`config.mk`:
```
export PLATFORM = sky130hd
export DESIGN_NAME = scn_handle_port
export DESIGN_NICKNAME = d
export VERILOG_FILES = /design/src/rtl/scn_port_pkg.sv /design/src/rtl/scn_trig_detect.sv /design/src/rtl/scn_handle_capture.sv /design/src/rtl/scn_jump_mux.sv /design/src/rtl/scn_handle_port.sv
export SDC_FILE = /design/constraint.sdc
export NUM_CORES = 1
export LEC_CHECK = 0
export ABC_AREA = 0
export CORE_AREA = 2 2 73 61
export CTS_BUF_LIST = sky130_fd_sc_hd__clkbuf_16
export DETAILED_ROUTE_END_ITERATION = 7
export DIE_AREA = 0 0 75 63
export PLACE_DENSITY = 0.81
export SYNTH_ARGS = -nofsm -noshare
export SYNTH_HDL_FRONTEND = slang
export SYNTH_SLANG_ARGS = --single-unit
```
`constraint.sdc`:
```
create_clock -name clk -period 2.8 [get_ports clk]
set_input_delay 0.56 -clock clk [delete_from_list [all_inputs] [get_ports clk]]
set_output_delay 0.56 -clock clk [all_outputs]
set_load 0.03 [all_outputs]
```
`src/rtl/scn_port_pkg.sv`:
```
package scn_port_pkg;

   typedef enum logic {
      TRIG_RISE = 1'b0,
      TRIG_FALL = 1'b1
   } trig_edge_e;

   function automatic int unsigned bits_for(input int unsigned n);
      return (n <= 1) ? 1 : $clog2(n);
   endfunction

endpackage

```
`src/rtl/scn_trig_detect.sv`:
```
module scn_trig_detect
   import scn_port_pkg::*;
#(
   parameter trig_edge_e EDGE = TRIG_RISE
) (
   input  logic clk,
   input  logic rst_n,
   input  logic trig_i,
   output logic event_o
);

   logic act;
   logic prev_act;

   generate
      if (EDGE == TRIG_FALL) begin : g_fall
         assign act = ~trig_i;
      end else begin : g_rise
         assign act = trig_i;
      end
   endgenerate

   // Starts as "already active" so a line resting at its active level
   // out of reset does not count as an event.
   always_ff @(posedge clk) begin
      if (!rst_n) prev_act <= 1'b1;
      else        prev_act <= act;
   end

   assign event_o = act & ~prev_act;

endmodule

```
`src/rtl/scn_handle_capture.sv`:
```
module scn_handle_capture #(
   parameter int unsigned DATA_W  = 16,
   parameter int unsigned MAX_SCN = 8192,
   parameter int unsigned HW      = 13,
   parameter int unsigned CW      = 14
) (
   input  logic              clk,
   input  logic              rst_n,
   input  logic              enable_i,
   input  logic              valid_i,
   input  logic              chsel_i,
   input  logic [DATA_W-1:0] data_i,
   input  logic [CW-1:0]     count_i,
   input  logic              take_i,
   output logic              fire_o,
   output logic [HW-1:0]     handle_o,
   output logic              oor_o
);

   localparam int unsigned CMP_W = (DATA_W > CW) ? DATA_W : CW;
   localparam logic [CW-1:0] MAX_C = CW'(MAX_SCN);

   logic [CW-1:0] limit;
   logic          in_range;
   logic          strobe;
   logic          pend_vld;
   logic [HW-1:0] pend_h;
   logic          oor_q;

   assign limit    = (count_i > MAX_C) ? MAX_C : count_i;
   assign in_range = CMP_W'(data_i) < CMP_W'(limit);
   assign strobe   = enable_i & valid_i & ~chsel_i;
   assign fire_o   = enable_i & take_i & pend_vld;
   assign handle_o = pend_h;
   assign oor_o    = oor_q;

   always_ff @(posedge clk) begin
      if (!rst_n) begin
         pend_vld <= 1'b0;
         pend_h   <= '0;
      end else if (!enable_i) begin
         pend_vld <= 1'b0;
      end else begin
         if (take_i) pend_vld <= 1'b0;
         if (strobe && in_range) begin
            pend_vld <= 1'b1;
            pend_h   <= data_i[HW-1:0];
         end
      end
   end

   always_ff @(posedge clk) begin
      if (!rst_n)                   oor_q <= 1'b0;
      else if (strobe && !in_range) oor_q <= 1'b1;
   end

endmodule

```
`src/rtl/scn_jump_mux.sv`:
```
module scn_jump_mux #(
   parameter int unsigned HW = 13
) (
   input  logic          clk,
   input  logic          rst_n,
   input  logic          sel_ext_i,
   input  logic          ext_fire_i,
   input  logic [HW-1:0] ext_handle_i,
   input  logic          int_req_i,
   input  logic [HW-1:0] int_handle_i,
   output logic          req_o,
   output logic [HW-1:0] handle_o
);

   logic          nxt_req;
   logic [HW-1:0] nxt_handle;

   always_comb begin
      if (sel_ext_i) begin
         nxt_req    = ext_fire_i;
         nxt_handle = ext_handle_i;
      end else begin
         nxt_req    = int_req_i;
         nxt_handle = int_handle_i;
      end
   end

   always_ff @(posedge clk) begin
      if (!rst_n) begin
         req_o    <= 1'b0;
         handle_o <= '0;
      end else begin
         req_o <= nxt_req;
         if (nxt_req) handle_o <= nxt_handle;
      end
   end

endmodule

```
`src/rtl/scn_handle_port.sv`:
```
module scn_handle_port
   import scn_port_pkg::*;
#(
   parameter int unsigned DATA_W    = 16,
   parameter int unsigned MAX_SCN   = 8192,
   parameter trig_edge_e  TRIG_EDGE = TRIG_RISE,
   localparam int unsigned HW       = bits_for(MAX_SCN),
   localparam int unsigned CW       = bits_for(MAX_SCN + 1)
) (
   input  logic              clk,
   input  logic              rst_n,
   input  logic              dyn_mode_i,
   input  logic [CW-1:0]     scn_count_i,
   input  logic [DATA_W-1:0] ext_data_i,
   input  logic              ext_valid_i,
   input  logic              ext_trig_i,
   input  logic              ext_chsel_i,
   input  logic              int_jump_req_i,
   input  logic [HW-1:0]     int_handle_i,
   output logic              jump_req_o,
   output logic [HW-1:0]     jump_handle_o,
   output logic              oor_flag_o
);

   generate
      if (MAX_SCN < 2) begin : g_bad_count
         $error("MAX_SCN must be at least 2");
      end
      if (HW > DATA_W) begin : g_bad_width
         $error("handle bus too narrow for MAX_SCN");
      end
   endgenerate

   logic          trig_evt;
   logic          ext_fire;
   logic [HW-1:0] ext_handle;

   scn_trig_detect #(.EDGE(TRIG_EDGE)) u_trig (
      .clk     (clk),
      .rst_n   (rst_n),
      .trig_i  (ext_trig_i),
      .event_o (trig_evt)
   );

   scn_handle_capture #(
      .DATA_W  (DATA_W),
      .MAX_SCN (MAX_SCN),
      .HW      (HW),
      .CW      (CW)
   ) u_cap (
      .clk      (clk),
      .rst_n    (rst_n),
      .enable_i (dyn_mode_i),
      .valid_i  (ext_valid_i),
      .chsel_i  (ext_chsel_i),
      .data_i   (ext_data_i),
      .count_i  (scn_count_i),
      .take_i   (trig_evt),
      .fire_o   (ext_fire),
      .handle_o (ext_handle),
      .oor_o    (oor_flag_o)
   );

   scn_jump_mux #(.HW(HW)) u_mux (
      .clk          (clk),
      .rst_n        (rst_n),
      .sel_ext_i    (dyn_mode_i),
      .ext_fire_i   (ext_fire),
      .ext_handle_i (ext_handle),
      .int_req_i    (int_jump_req_i),
      .int_handle_i (int_handle_i),
      .req_o        (jump_req_o),
      .handle_o     (jump_handle_o)
   );

endmodule

```
==> impl_metrics.json <==
{
  "synth-compound-area-share_pct": 14.7,
  "slew-limit-headroom_pct": 73.6,
  "slowest_stage": "clkdlybuf4s50_1",
  "ys_seq_area_share_pct": 36.4,
  "clk_latency_ps": 270,
  "syn_area_per_cell_um2": 8.97,
  "hpwl_um": 3050,
  "tns_ps": 0,
  "yosysTopAreaCell": "dfxtp_1",
  "start_util_pct": 41.1,
  "drv_slew": 0,
  "post-route-period-util_pct": 93.8,
  "final.min_clock_period_ps": 2630,
  "synth_top_family_by_area": "simple AND/OR/NAND/NOR gates",
  "wl_per_cell_um": 12.6,
  "drt_pass1_iterations": 4,
  "syn-cell-area_um2": 1650,
  "worst_ep_required_time_ps": 2960,
  "design.die.area_um2": 4730,
  "grt_use_total_pct": 17.8,
  "grt_pass1_vias": 1468,
  "cts-buffers-inserted": 5,
  "ctsRootBufferMaster": "clkbuf_16",
  "fmax_mhz": 381,
  "drv_cap": 0,
  "vias": 1540,
  "final_util_pct": 63.0,
  "clk_path_buf_depth": 2,
  "htree_levels": 2,
  "yosys-mux-area-fraction_pct": 15.8,
  "grt_max_degree": 44,
  "setup_violations": 0,
  "antenna_cells": 0,
  "ys_ff_latch": 30,
  "drc": 0,
  "synth-simple-area-share_pct": 19.3,
  "port_buffers": 64,
  "ys_warn_count": 0,
  "die_w_um": 75,
  "totalWireLength_um": 3910,
  "irDropWorstVdd_mv": 0.376,
  "critPathCaptureType": "register",
  "syn2layout_area_growth_pct": 53.5,
  "whs_ps": 460,
  "r2r-end": "u_mux.handle_o[3]",
  "synth_top_cells_by_area": "dfxtp_1 (36%), mux2i_1 (16%), nand2_1 (13%), ha_1 (9.9%), o211a_1 (7.9%)",
  "critPathMaxStageDelay_ps": 460,
  "clock-sinks": 30,
  "synth_fa_ha_area_share_pct": 9.86,
  "hold_buffers": 0,
  "core_um2": 4020,
  "syn_inst": 184,
  "worst-path-max-fanout": 14,
  "row_count": 21,
  "start_kind": "primary input",
  "reg2regPathDepth": 5,
  "cts_tree": "done",
  "fin_skew_ps": 5.49,
  "antenna_found_initial": 0,
  "outcome": "finished clean",
  "gp_routability_congestion": 0.810,
  "leakagePower_nw": 1.23,
  "crit-reg2reg-launch": "u_cap.pend_vld",
  "tightest_slew_ps": 396,
  "detail_route.iter0.violations": 90,
  "synth_cell_types": 29,
  "grt_pass1_wl_um": 6470,
  "ff2ff_setup_slack_ps": 1590,
  "finalWorstSetupSlack_ps": 173,
  "detail-route-antenna-nets": 0,
  "nets": 315,
  "p_per_area_nw_per_um2": 469,
  "synth_top_area_share_pct": 36.4,
  "syn_nets": 247,
  "crit_arrival_ps": 2780,
  "clk_pin_slew_ps": 50,
  "ios": 65,
  "via_per_inst": 4.97,
  "timing.hold.worst.class": "reg2reg",
  "hold_viol_final": 0,
  "synth_xor_area_share_pct": 0,
  "grt_overflow_total": 0,
  "cp_cell_sequence": "clkdlybuf4s50_1, nor4_4, a41o_1, nand2_1, ha_1, a21oi_1, o21ai_1, a32oi_1, nand3_2, buf_12, mux2i_1",
  "crit_end": "u_cap.handle_o[5]",
  "place_ws_ps": -178,
  "path_class": "in2reg",
  "die_h_um": 63,
  "layout-drive-gt1-share_pct": 7.51,
  "worstSetupStartpoint": "scn_count_i[12]"
}
-- synthesized netlist by cell type --
| cell | instances |
|---|---|
| nand2_1 | 56 |
| dfxtp_1 | 30 |
| mux2i_1 | 26 |
| ha_1 | 13 |
| o211a_1 | 13 |
| clkbuf_1 | 6 |
| a21oi_1 | 5 |
| buf_2 | 4 |
| inv_1 | 3 |
| nand3_1 | 3 |
| nor2_1 | 3 |
| and2_1 | 2 |
| nand4_1 | 2 |
| nor4_1 | 2 |
| o21ai_0 | 2 |
| a211oi_1 | 1 |
| a221oi_2 | 1 |
| a32oi_1 | 1 |
| a41o_1 | 1 |
| buf_6 | 1 |
| nand3_2 | 1 |
| nor3_1 | 1 |
| nor4b_1 | 1 |
| nor4b_2 | 1 |
| o211ai_1 | 1 |
| o21a_1 | 1 |
| o21ai_1 | 1 |
| o32ai_2 | 1 |
| or3_1 | 1 |
-- kinds of logic after synthesis --
logic type | after synthesis
adders and majority gates | 13
and+or+nand+nor | 73
AOI/OAI and AO/OA | 28
DFF | 30
muxes | 26
buffers and inverters | 14
-- routing by layer --
| layer | part of all wire, % | global-route usage (%) |
|---|---|---|
| met4 | 1.3 | 4.24 |
| met2 | 46 | 27.6 |
| met5 | 0 | 0 |
| met1 | 47 | 23.2 |
| met3 | 6.1 | 6.77 |
-- how the worst min path moves through the flow --
stage	startpoint	endpoint	slack, ps	cells past startpoint
after floorplan	u_cap.handle_o[0]	u_cap.handle_o[0]	440	2
after global placement	u_cap.handle_o[4]	u_cap.handle_o[4]	450	2
after detailed placement	u_cap.handle_o[7]	u_cap.handle_o[7]	460	2
after CTS	u_cap.handle_o[7]	u_cap.handle_o[7]	460	2
after global routing	u_cap.handle_o[7]	u_cap.handle_o[7]	490	2
final	u_cap.handle_o[8]	u_cap.handle_o[8]	460	2
-- layout by cell type, fill, tap and decap left out, types with 4 or more instances in the layout --
master	count
buf_4	7
clkbuf_16	5
inv_1	4
mux2i_1	26
a21oi_1	5
clkdlybuf4s50_1	64
ha_1	13
o211a_1	13
nand2_1	56
dfxtp_1	30
-- sequential cells by signal, indices dropped and copies added (netlist names) --
register,cells
u_cap.handle_o,13
u_mux.handle_o,13
u_cap.oor_o,1
u_cap.pend_vld,1
u_mux.req_o,1
u_trig.prev_act,1
-- worst max-delay path, delay by kind of cell --
| kind | cells | cell delay (ps) |
|---|---|---|
| AO/OA/AOI/OAI | 4 | 680 |
| buffers and inverters | 2 | 630 |
| AND/OR/NAND/NOR | 3 | 520 |
| adder cells (fa/ha/maj) | 1 | 280 |
| multiplexers | 1 | 120 |
-- what timing repair did --
| action | 4_1_cts | 5_1_grt |
|---|---|---|
| buffers inserted | 0 | 0 |
| setup endpoints to repair | 0 | 14 |
| hold endpoints to repair | 0 | 0 |
| gates resized for setup | 0 | 2 |
-- cell type report --
type,instances,area (um^2)
Timing Repair Buffer,72,713
Tap cell,57,71.3
Clock inverter,3,12.5
Clock buffer,5,125
Multi-Input combinational cell,140,1000
Inverter,3,11.3
Fill cell,340,1490
Sequential cell,30,601
-- where the power goes --
group,internal (mW),leakage [nW],switching [mW]
clock,0.320,0.0724,0.173
sequential,0.444,0.245,0.00765
combinational,0.134,0.916,0.112
-- stage by stage --
stage,power (mW),instance area [um^2],std cells
finish,1.19,2530,310
global route,1.24,2530,310
CTS,1.20,2520,310
detailed placement,0.703,2380,302
global placement,0.700,2380,302
floorplan,0.578,1650,184
Note: power is estimated with default switching activity, not from simulation.
